==> config.mk <==
export PLATFORM = sky130hd
export DESIGN_NAME = tlb_lockvict
export DESIGN_NICKNAME = d
export VERILOG_FILES = /design/src/rtl/tlb_pkg.sv /design/src/rtl/tlb_ctrl.sv /design/src/rtl/tlb_datapath.sv /design/src/rtl/tlb_lockvict.sv
export SDC_FILE = /design/constraint.sdc
export NUM_CORES = 1
export LEC_CHECK = 0
export CAP_MARGIN = 20
export CORE_MARGIN = 2
export CORE_UTILIZATION = 30
export CTS_CLUSTER_DIAMETER = 120
export CTS_CLUSTER_SIZE = 8
export DETAILED_ROUTE_END_ITERATION = 10
export PLACE_DENSITY_LB_ADDON = 0.25
export SLEW_MARGIN = 20
export SYNTH_ARGS = -nofsm -noshare
export SYNTH_HDL_FRONTEND = slang
export SYNTH_SLANG_ARGS = --single-unit
==> constraint.sdc <==
create_clock -name clk -period 4.1 [get_ports clk]
set_input_delay 0.82 -clock clk [delete_from_list [all_inputs] [get_ports clk]]
set_output_delay 0.82 -clock clk [all_outputs]
set_load 0.01 [all_outputs]
==> src/rtl/tlb_pkg.sv <==
package tlb_pkg;
  parameter int ADDR_W = 32;

  typedef enum logic [2:0] {
    OP_LOAD       = 3'd0,
    OP_READ       = 3'd1,
    OP_FLUSH_PAGE = 3'd2,
    OP_FLUSH_ALL  = 3'd3,
    OP_SET_LOCK   = 3'd4
  } tlbOp_e;

  typedef struct packed {
    logic wrEn;
    logic rdEn;
    logic flushPage;
    logic flushAll;
  } tlbStrobe_t;

  // Offset bits for a page-size code: 0=16MB, 1=1MB, 2=64KB, 3=4KB
  function automatic logic [ADDR_W-1:0] offsetMask(input logic [1:0] sz);
    case (sz)
      2'd0:    offsetMask = ADDR_W'(32'h00FF_FFFF);
      2'd1:    offsetMask = ADDR_W'(32'h000F_FFFF);
      2'd2:    offsetMask = ADDR_W'(32'h0000_FFFF);
      default: offsetMask = ADDR_W'(32'h0000_0FFF);
    endcase
  endfunction
endpackage

==> src/rtl/tlb_ctrl.sv <==
module tlb_ctrl
  import tlb_pkg::*;
#(
  parameter int N     = 8,
  parameter int CNT_W = $clog2(N + 1)
) (
  input  logic             clk,
  input  logic             rstN,
  input  logic             cmdValid,
  input  logic [2:0]       cmdOp,
  input  logic             cmdPreserve,
  input  logic [CNT_W-1:0] cmdBase,
  input  logic [CNT_W-1:0] cmdVictim,
  output tlbStrobe_t       strobe,
  output logic [CNT_W-1:0] slotIdx,
  output logic             busyErr,
  output logic [CNT_W-1:0] lockBase,
  output logic [CNT_W-1:0] lockVictim
);
  localparam logic [CNT_W-1:0] N_CNT = CNT_W'(N);
  localparam logic [CNT_W:0]   N_EXT = (CNT_W + 1)'(N);

  logic             isLoad, refuse;
  logic [CNT_W-1:0] baseNxt, victNxt;
  logic [CNT_W:0]   victInc;

  always_comb begin
    isLoad           = cmdValid && (cmdOp == OP_LOAD);
    refuse           = isLoad && cmdPreserve && (lockBase == N_CNT);
    slotIdx          = (isLoad && cmdPreserve) ? lockBase : lockVictim;
    strobe.wrEn      = isLoad && !refuse && (slotIdx < N_CNT);
    strobe.rdEn      = cmdValid && (cmdOp == OP_READ);
    strobe.flushPage = cmdValid && (cmdOp == OP_FLUSH_PAGE);
    strobe.flushAll  = cmdValid && (cmdOp == OP_FLUSH_ALL);
    victInc          = {1'b0, lockVictim} + 1'b1;
    baseNxt          = lockBase;
    victNxt          = lockVictim;
    if (strobe.flushAll) begin
      baseNxt = '0;
      victNxt = '0;
    end else if (cmdValid && (cmdOp == OP_SET_LOCK)) begin
      baseNxt = (cmdBase > N_CNT) ? N_CNT : cmdBase;
      victNxt = cmdVictim;
    end else if (isLoad && !refuse) begin
      if (cmdPreserve) begin
        baseNxt = lockBase + 1'b1;
        victNxt = lockBase + 1'b1;
      end else begin
        victNxt = (victInc >= N_EXT) ? lockBase : victInc[CNT_W-1:0];
      end
    end
  end

  always_ff @(posedge clk or negedge rstN) begin
    if (!rstN) begin
      lockBase   <= '0;
      lockVictim <= '0;
      busyErr    <= 1'b0;
    end else begin
      lockBase   <= baseNxt;
      lockVictim <= victNxt;
      busyErr    <= refuse;
    end
  end


  base_bound_chk: assert property (@(posedge clk) disable iff (!rstN)
    lockBase <= N_CNT);

  refuse_hold_chk: assert property (@(posedge clk) disable iff (!rstN)
    refuse |=> busyErr && lockBase == $past(lockBase) && lockVictim == $past(lockVictim));

  preserve_step_chk: assert property (@(posedge clk) disable iff (!rstN)
    (isLoad && cmdPreserve && !refuse) |=> lockBase == $past(lockBase) + 1'b1);

  flush_clear_chk: assert property (@(posedge clk) disable iff (!rstN)
    (cmdValid && cmdOp == OP_FLUSH_ALL) |=> lockBase == '0 && lockVictim == '0);

  wrap_base_chk: assert property (@(posedge clk) disable iff (!rstN)
    (isLoad && !cmdPreserve && lockVictim == N_CNT - 1'b1) |=> lockVictim == $past(lockBase));
endmodule

==> src/rtl/tlb_datapath.sv <==
module tlb_datapath
  import tlb_pkg::*;
#(
  parameter int N     = 8,
  parameter int CNT_W = $clog2(N + 1)
) (
  input  logic              clk,
  input  logic              rstN,
  input  tlbStrobe_t        strobe,
  input  logic [CNT_W-1:0]  slotIdx,
  input  logic [ADDR_W-1:0] cmdVa,
  input  logic [ADDR_W-1:0] cmdPa,
  input  logic [1:0]        cmdPgSz,
  input  logic              lkValid,
  input  logic [ADDR_W-1:0] lkVa,
  output logic              lkHit,
  output logic [ADDR_W-1:0] lkPa,
  output logic              rdValid,
  output logic              rdEntryValid,
  output logic [ADDR_W-1:0] rdVa,
  output logic [ADDR_W-1:0] rdPa,
  output logic [1:0]        rdPgSz
);
  logic [N-1:0]      entValid;
  logic [ADDR_W-1:0] entVa [N];
  logic [ADDR_W-1:0] entPa [N];
  logic [1:0]        entSz [N];
  logic [ADDR_W-1:0] offM  [N];
  logic [N-1:0]      lkMatch, flMatch;

  for (genvar g = 0; g < N; g++) begin : gSlot
    assign offM[g]    = offsetMask(entSz[g]);
    assign lkMatch[g] = entValid[g] && (((lkVa ^ entVa[g]) & ~offM[g]) == '0);
    assign flMatch[g] = entValid[g] && (((cmdVa ^ entVa[g]) & ~offM[g]) == '0);
  end

  logic [ADDR_W-1:0] newMask;
  assign newMask = offsetMask(cmdPgSz);

  always_ff @(posedge clk or negedge rstN) begin
    if (!rstN) begin
      entValid <= '0;
      for (int i = 0; i < N; i++) begin
        entVa[i] <= '0;
        entPa[i] <= '0;
        entSz[i] <= '0;
      end
    end else begin
      for (int i = 0; i < N; i++) begin
        if (strobe.flushAll || (strobe.flushPage && flMatch[i])) entValid[i] <= 1'b0;
        if (strobe.wrEn && slotIdx == CNT_W'(i)) begin
          entValid[i] <= 1'b1;
          entVa[i]    <= cmdVa & ~newMask;
          entPa[i]    <= cmdPa & ~newMask;
          entSz[i]    <= cmdPgSz;
        end
      end
    end
  end

  logic              hitAny;
  logic [ADDR_W-1:0] hitPa;
  logic              selOk, selValid;
  logic [ADDR_W-1:0] selVa, selPa;
  logic [1:0]        selSz;

  always_comb begin
    hitAny = 1'b0;
    hitPa  = '0;
    for (int i = N - 1; i >= 0; i--) begin
      if (lkValid && lkMatch[i]) begin
        hitAny = 1'b1;
        hitPa  = (entPa[i] & ~offM[i]) | (lkVa & offM[i]);
      end
    end
    selOk = 1'b0; selValid = 1'b0; selVa = '0; selPa = '0; selSz = '0;
    for (int i = 0; i < N; i++) begin
      if (slotIdx == CNT_W'(i)) begin
        selOk    = 1'b1;
        selValid = entValid[i];
        selVa    = entVa[i];
        selPa    = entPa[i];
        selSz    = entSz[i];
      end
    end
  end

  always_ff @(posedge clk or negedge rstN) begin
    if (!rstN) begin
      lkHit <= 1'b0; lkPa <= '0;
      rdValid <= 1'b0; rdEntryValid <= 1'b0;
      rdVa <= '0; rdPa <= '0; rdPgSz <= '0;
    end else begin
      lkHit        <= hitAny;
      lkPa         <= hitPa;
      rdValid      <= strobe.rdEn;
      rdEntryValid <= strobe.rdEn && selOk && selValid;
      rdVa         <= (strobe.rdEn && selOk) ? selVa : '0;
      rdPa         <= (strobe.rdEn && selOk) ? selPa : '0;
      rdPgSz       <= (strobe.rdEn && selOk) ? selSz : '0;
    end
  end


  flushall_empty_chk: assert property (@(posedge clk) disable iff (!rstN)
    strobe.flushAll |=> entValid == '0);

  flushpage_clear_chk: assert property (@(posedge clk) disable iff (!rstN)
    (strobe.flushPage && !strobe.wrEn) |=> (entValid & $past(flMatch)) == '0);

  lk_registered_chk: assert property (@(posedge clk) disable iff (!rstN)
    lkHit |-> $past(lkValid));

  rd_pulse_chk: assert property (@(posedge clk) disable iff (!rstN)
    strobe.rdEn |=> rdValid);
endmodule

==> src/rtl/tlb_lockvict.sv <==
module tlb_lockvict
  import tlb_pkg::*;
#(
  parameter int NUM_ENTRIES = 8,
  parameter int CNT_W       = $clog2(NUM_ENTRIES + 1)
) (
  input  logic             clk,
  input  logic             rstN,
  input  logic             cmdValid,
  input  logic [2:0]       cmdOp,
  input  logic             cmdPreserve,
  input  logic [31:0]      cmdVa,
  input  logic [31:0]      cmdPa,
  input  logic [1:0]       cmdPgSz,
  input  logic [CNT_W-1:0] cmdBase,
  input  logic [CNT_W-1:0] cmdVictim,
  input  logic             lkValid,
  input  logic [31:0]      lkVa,
  output logic             lkHit,
  output logic [31:0]      lkPa,
  output logic             rdValid,
  output logic             rdEntryValid,
  output logic [31:0]      rdVa,
  output logic [31:0]      rdPa,
  output logic [1:0]       rdPgSz,
  output logic             busyErr,
  output logic [CNT_W-1:0] lockBase,
  output logic [CNT_W-1:0] lockVictim
);
  tlbStrobe_t       strobe;
  logic [CNT_W-1:0] slotIdx;

  tlb_ctrl #(.N(NUM_ENTRIES), .CNT_W(CNT_W)) uCtrl (
    .clk(clk), .rstN(rstN), .cmdValid(cmdValid), .cmdOp(cmdOp),
    .cmdPreserve(cmdPreserve), .cmdBase(cmdBase), .cmdVictim(cmdVictim),
    .strobe(strobe), .slotIdx(slotIdx), .busyErr(busyErr),
    .lockBase(lockBase), .lockVictim(lockVictim)
  );

  tlb_datapath #(.N(NUM_ENTRIES), .CNT_W(CNT_W)) uData (
    .clk(clk), .rstN(rstN), .strobe(strobe), .slotIdx(slotIdx),
    .cmdVa(cmdVa), .cmdPa(cmdPa), .cmdPgSz(cmdPgSz),
    .lkValid(lkValid), .lkVa(lkVa), .lkHit(lkHit), .lkPa(lkPa),
    .rdValid(rdValid), .rdEntryValid(rdEntryValid), .rdVa(rdVa),
    .rdPa(rdPa), .rdPgSz(rdPgSz)
  );
endmodule

After elaboration in Yosys (flattened, before gate mapping). Index checks and enable logic that the tools add are counted.

Mux-type cells: 95. Order comparisons: 3. $add $sub $neg: 2. Bitwise operators: 67. Reductions and logical operators: 98. Equal/unequal tests: 30.

Operators with widths (count): 32-bit AND (26); 32-bit two-way mux (26); 24-bit one-hot mux with 3 select lines (9); 32-bit logical NOT (16); 32-bit bitwise XOR (16); 24-bit NOT with 32-bit output (9); 32-bit by 24-bit AND with 32-bit output (8); 32-bit bitwise OR (8); 1-bit logical AND (51); 4-bit two-way mux (11); 1-bit two-way mux (40); 2-bit by 1-bit equality test with 1-bit output (second input constant) (9); 2-bit equality test (second input constant) (9); 2-bit logical NOT (9); 2-bit two-way mux (9); 4-bit by 3-bit equality test with 1-bit output (second input constant) (4); 2-bit nonzero test (8); 4-bit by 2-bit equality test with 1-bit output (second input constant) (2); 1-bit logical OR (8); 3-bit by 2-bit equality test with 1-bit output (second input constant) (2); 3-bit nonzero test (2); 4-bit by 1-bit adder with 5-bit output (second input constant) (1); 5-bit by 4-bit >= comparator with 1-bit output (second input constant) (1); 4-bit by 1-bit adder with 4-bit output (second input constant) (1); 10 further kinds (10).

Output and inout bits: 110. Bits of input ports: 114. Bits in registers: 646. Logic and storage cells: 337.

Longest topological paths before layout.
Depth after elaboration: 15. Gate-level depth with buffers: 13. Gate-level depth less buffers: 9.

Modules after synthesis. From an unflattened synthesis, not the netlist that was laid out.

Cells, all modules: 2495. Area, all modules: 24378.4 um^2.

By module, submodules not included: tlb_datapath (sequential area each 10535.1 um^2, cells an instance 2394, instances 1, area each 23495.0 um^2); tlb_ctrl (sequential area each 225.2 um^2, cells an instance 101, instances 1, area each 883.3 um^2).

Least setup slack after synthesis. No wires, ideal clock.

Kind: input port to flip-flop. From: input port lkVa[21]. To: register uData.lkPa[18]. Setup time: 0.128 ns. Path buffers: 3. Arrival time: 2.733 ns. Path slack: 1.239 ns. Cell stages on the path: 11. Required time: 3.972 ns. Cells stage by stage: buf_2 buf_2 xnor2_1 nand4_1 o21a_1 or3_1 buf_2 nand2_2 o221ai_1 a221oi_1 o21ai_1.

Longest elaborated chain between the ends: 13. Elaborated cells between the ends (all ways): 48. Those cells by class: mux (8); bitwise (16); reduce/logical (24).

RTL lines: from (decl) (RTL line tlb_lockvict.sv:18) `input logic [31:0] lkVa,`; 32-bit bitwise XOR (RTL line tlb_datapath.sv:33) `assign lkMatch[g] = entValid[g] && (((lkVa ^ entVa[g]) & ~offM[g]) == '0);`; 32-bit AND (RTL line tlb_datapath.sv:33); 32-bit logical NOT (RTL line tlb_datapath.sv:33); 1-bit logical AND (RTL line tlb_datapath.sv:33); 1-bit logical AND (RTL line tlb_datapath.sv:71) `if (lkValid && lkMatch[i]) begin`; 32-bit two-way mux (7 in a row) (RTL line tlb_datapath.sv:71); 32-bit two-way mux (*) (RTL line tlb_datapath.sv:71); net uData.hitPa[18] (RTL line tlb_datapath.sv:62) `logic [ADDR_W-1:0] hitPa;`; to (signal assigned) (RTL line tlb_datapath.sv:95) `lkPa <= hitPa;`; to (decl) (RTL line tlb_datapath.sv:17) `output logic [ADDR_W-1:0] lkPa,`.

Mark *: on every way through the listed nets, which the timed path passes. The rest lies on a longest branch. A chain may end at the register's enable or synchronous reset.

Worst setup path after layout.
From: input port lkVa[17]. To: register uData.lkPa[15].

The elaborated chain is that of the path after synthesis.

==> summary.md <==
| Metric | Value |
|---|---|
| Antenna violations before repair | `4` |
| First drt pass iteration count | `5` |
| Syn Area/Cell | `9.252 µm²` |
| Max clock buf depth | `3` |
| Average via count per standard cell | `5.423` |
| Total of endpoints with negative setup slack in the final report | `0` |
| Result of the run | `completed` |
| Final worst setup slack | `0.4265 ns` |
| Max capacitance violation total | `0` |
| Static Leak | `0.01326 µW` |
| Hold Violations, Final | `0` |
| Area added between synthesis and finish | `21.55%` |
| Final Instance Count excl. Fillers | `3,996` |
| Post-synth cell types | `between 80 and 90` |
| Number of remaining DRC errors | `0` |
| Routed wire length | `~100 mm` |
| Clock tree from TritonCTS | `built` |
| CP Data Arrival Time | `4.22 ns` |
| Crit end category | `flip-flop` |
| Total track usage | `22.52%` |
| IO Pins | `between 200 and 250` |
| H-tree lvl count | `2` |
| Total Die Area | `0.08659 mm²` |
| Clock sinks | `430` |
| Count of routing violations after the opening detailed-route iteration | `2,180` |
| Filler Cell Count | `8,477` |
| Post-route antenna net violation count | `0` |
| #FFs+latches synth | `430` |
| Crit-path max FO | `18` |
| Via count | `21,670` |
| Setup Fix Bufs, Post-CTS | `0` |
| Syn Std Cell Area | `0.02528 mm²` |
| Area of the core | `0.08356 mm²` |
| Final setup TNS | `0 ns` |
| Worst slack after detailed placement | `-0.04706 ns` |
| IR drop worst, VDD | `0.3277 mV` |
| Post-cts repair resize count | `0` |
| Worst hold path class | `in2async` |
| Sequential element share of the synthesized area | `a little over two fifths` |
| GP Congestion | `0.9273` |
| Ratio of final minimum period to clock period | `89.60%` |
| Worst skew pair latency | `0.63 ns` |
| Floorplan die width | `294.3 µm` |
| Count of flip-flops with a built-in enable after synthesis | `0` |
| Proportion of layout cells with a drive suffix above 1 | `15.03%` |
| Maximum clock frequency | `approximately 270 MHz` |
| Most used flip-flop cell after synthesis | `dfrtp_1` |
| Relative max-transition margin | `28.08%` |
| Number of nets in the finished design | `slightly above 3,000` |
| DP HPWL | `66.99 mm` |
| Setup repair after global routing missed its margin | `no` |
| Async SR Flop Fraction | `100.0%` |
| Classification of the worst setup path | `in2reg` |
| Final Max Slew Viols | `0` |
| First-pass GRT wire length | `145.6 mm` |
| Clk root buf | `clkbuf_16` |
| Synthesis warning total | `0` |
| Cts-stage hold buffer count | `0` |
| Routed length per instance | `approximately 25 µm` |
| Initial standard-cell utilization of the core | `30.25%` |
| GRT overflow | `0` |
| Req. time, crit path | `4.65 ns` |
| Clock buffer count from CTS | `59` |
| Number of cells produced by synthesis | `2,732` |
| Clock edge transition at the registers on the reported setup and hold paths | `0.05 ns` |
| Worst Setup Start Kind | `input port` |
| Pin count of the biggest net entering global routing | `between 70 and 80` |
| Port buffer count | `175` |
| Transition at the pin with the smallest max-transition slack | `1.071 ns` |
| Standard-cell rows | `106` |
| Max Clock Skew | `0.02539 ns` |
| Vias in the first global route | `21,420` |
| Instance count after placement with tap cells included | `a little under 4,000` |
| Floorplan die height | `about 300 µm` |
| Pwr dens | `497.3 mW/mm²` |
| Final min period | `3.673 ns` |
-- critical path, cell delays in order --
cell and delay [ns]:
clkdlybuf4s50_1 0.58, xor2_1 0.20, nor4_1 0.08, buf_4 0.16, a21boi_1 0.33, a2111oi_4 0.12
buf_12 0.20, nor3_1 0.82, o21ai_0 0.22, o21ai_0 0.48, buf_4 0.19
-- Yosys cell counts, drive strengths merged, types with 5 or more instances --
cell     number  area, µm²
o21ai       253       1266
o2bb2ai       5      43.79
a21oi       113      565.5
a211oi        5      55.05
xnor2       186       1629
nor4         27      175.2
xor2        135       1197
a221oi       15      137.6
nor2        100      377.9
or4           6      45.04
nor2b        24      152.6
nand4        37      237.7
nand2       488       1834
or2           6      37.54
a221o         6      60.06
o22ai         6      37.54
mux2i        81      810.8
or3           6      37.54
o41ai         9      97.60
clkbuf      113      424.2
nand3b       10      75.07
and3          7      43.79
o31ai         7      57.55
o21a          6      45.04
nand3       114      575.6
a21o         12      90.09
buf         136      749.5
mux2        175       1971
a31oi        38      237.7
dfrtp       430      10760
o22a         34      297.8
inv          13      48.80
a21boi        5      48.80
nor3         18      111.4
and2          5      35.04
o32ai        33      289.0
o211ai       11      101.3
o221ai        7      61.31
a22oi         5      37.54
-- routing by layer --
| layer | wire, µm | track usage [%] |
|---|---|---|
| met1 | 43750 | 31.26 |
| met2 | 43630 | 34.93 |
| met3 | 6781 | 3.589 |
| met4 | 4084 | 9.022 |
| met5 | 22 | 0 |
-- per-stage QoR --
stage	area [µm²]	util, %	hold slack, ns	power [µW]
2_1_floorplan	25360	-	0.4633	8843
4_1_cts	30720	36.77	0.2004	15310
3_5_place_dp	29180	34.92	0.4872	10820
6_report	30720	36.77	0.2003	15280
5_1_grt	30720	36.77	0.2368	16020
3_3_place_gp	29170	34.91	0.4750	10760
-- cell usage in the layout (no fill, tap or decap), types with 18 or more instances in the layout --
master	netlist	routed
a21oi_1	113	112
a31oi_1	38	38
buf_12	0	35
buf_4	28	136
clkbuf_16	0	61
clkdlybuf4s50_1	0	174
conb_1	1	24
dfrtp_1	430	430
mux2_1	18	18
mux2_2	157	155
mux2i_1	81	79
nand2_1	487	482
nand3_1	113	111
nand4_1	36	36
nor2_1	99	99
nor2b_1	23	23
nor4_1	26	26
o21ai_0	225	225
o21ai_1	28	27
o22a_1	34	34
o32ai_1	33	33
xnor2_1	186	186
xor2_1	133	133
-- worst paths after layout --
path / from / to / slack [ns] / depth (start not counted)
worst min register to register: uData.entPa[223] / uData.entPa[223] / 0.50 / 1
min in group clk: uData.entPa[223] / uData.entPa[223] / 0.50 / 1
max in group asynchronous: rstN / uData.lkPa[12] / 2.98 / 2
worst max register to register: uData.entVa[177] / uData.lkPa[15] / 0.78 / 10
worst min-delay path: rstN / uData.entVa[31] / 0.20 / 1
worst max-delay path: lkVa[17] / uData.lkPa[15] / 0.43 / 11
-- where the power goes --
part	switching [µW]	total [µW]	internal [µW]
sequential	1020	6040	5010
clock	1840	4430	2590
combinational	2730	4820	2090
-- sequential cells by signal, indices dropped and copies added, names as in the netlist, 4 cells and up --
name	flops
uData.entValid	8
uData.rdVa	20
uCtrl.lockVictim	4
uCtrl.lockBase	4
uData.entPa	160
uData.lkPa	32
uData.entSz	16
uData.rdPa	20
uData.entVa	160
-- final cells by class --
cell class / count / area, µm² / area share (%)
inverters: 13 / 48.80 / 0.1588
multi-input cells: 2063 / 13530 / 44.03
clock buffers: 62 / 1540 / 5.013
well taps: 1080 / 1351 / 4.398
repair buffers: 347 / 3493 / 11.37
diodes: 1 / 2.502 / 0.008145
flip-flops and latches: 430 / 10760 / 35.02
-- cells by family after synthesis --
| kind of cell | share of synthesized area [%] |
|---|---|
| DFF | 42.57 |
| buffers and inverters | 4.836 |
| and+or+nand+nor | 15.04 |
| xor gates and xnor gates | 11.18 |
| AOI/OAI and AO/OA | 15.16 |
| adders and majority gates | 0.1980 |
| muxes | 11.00 |
| other | 0.01484 |
(Power assumes the default switching activity.)
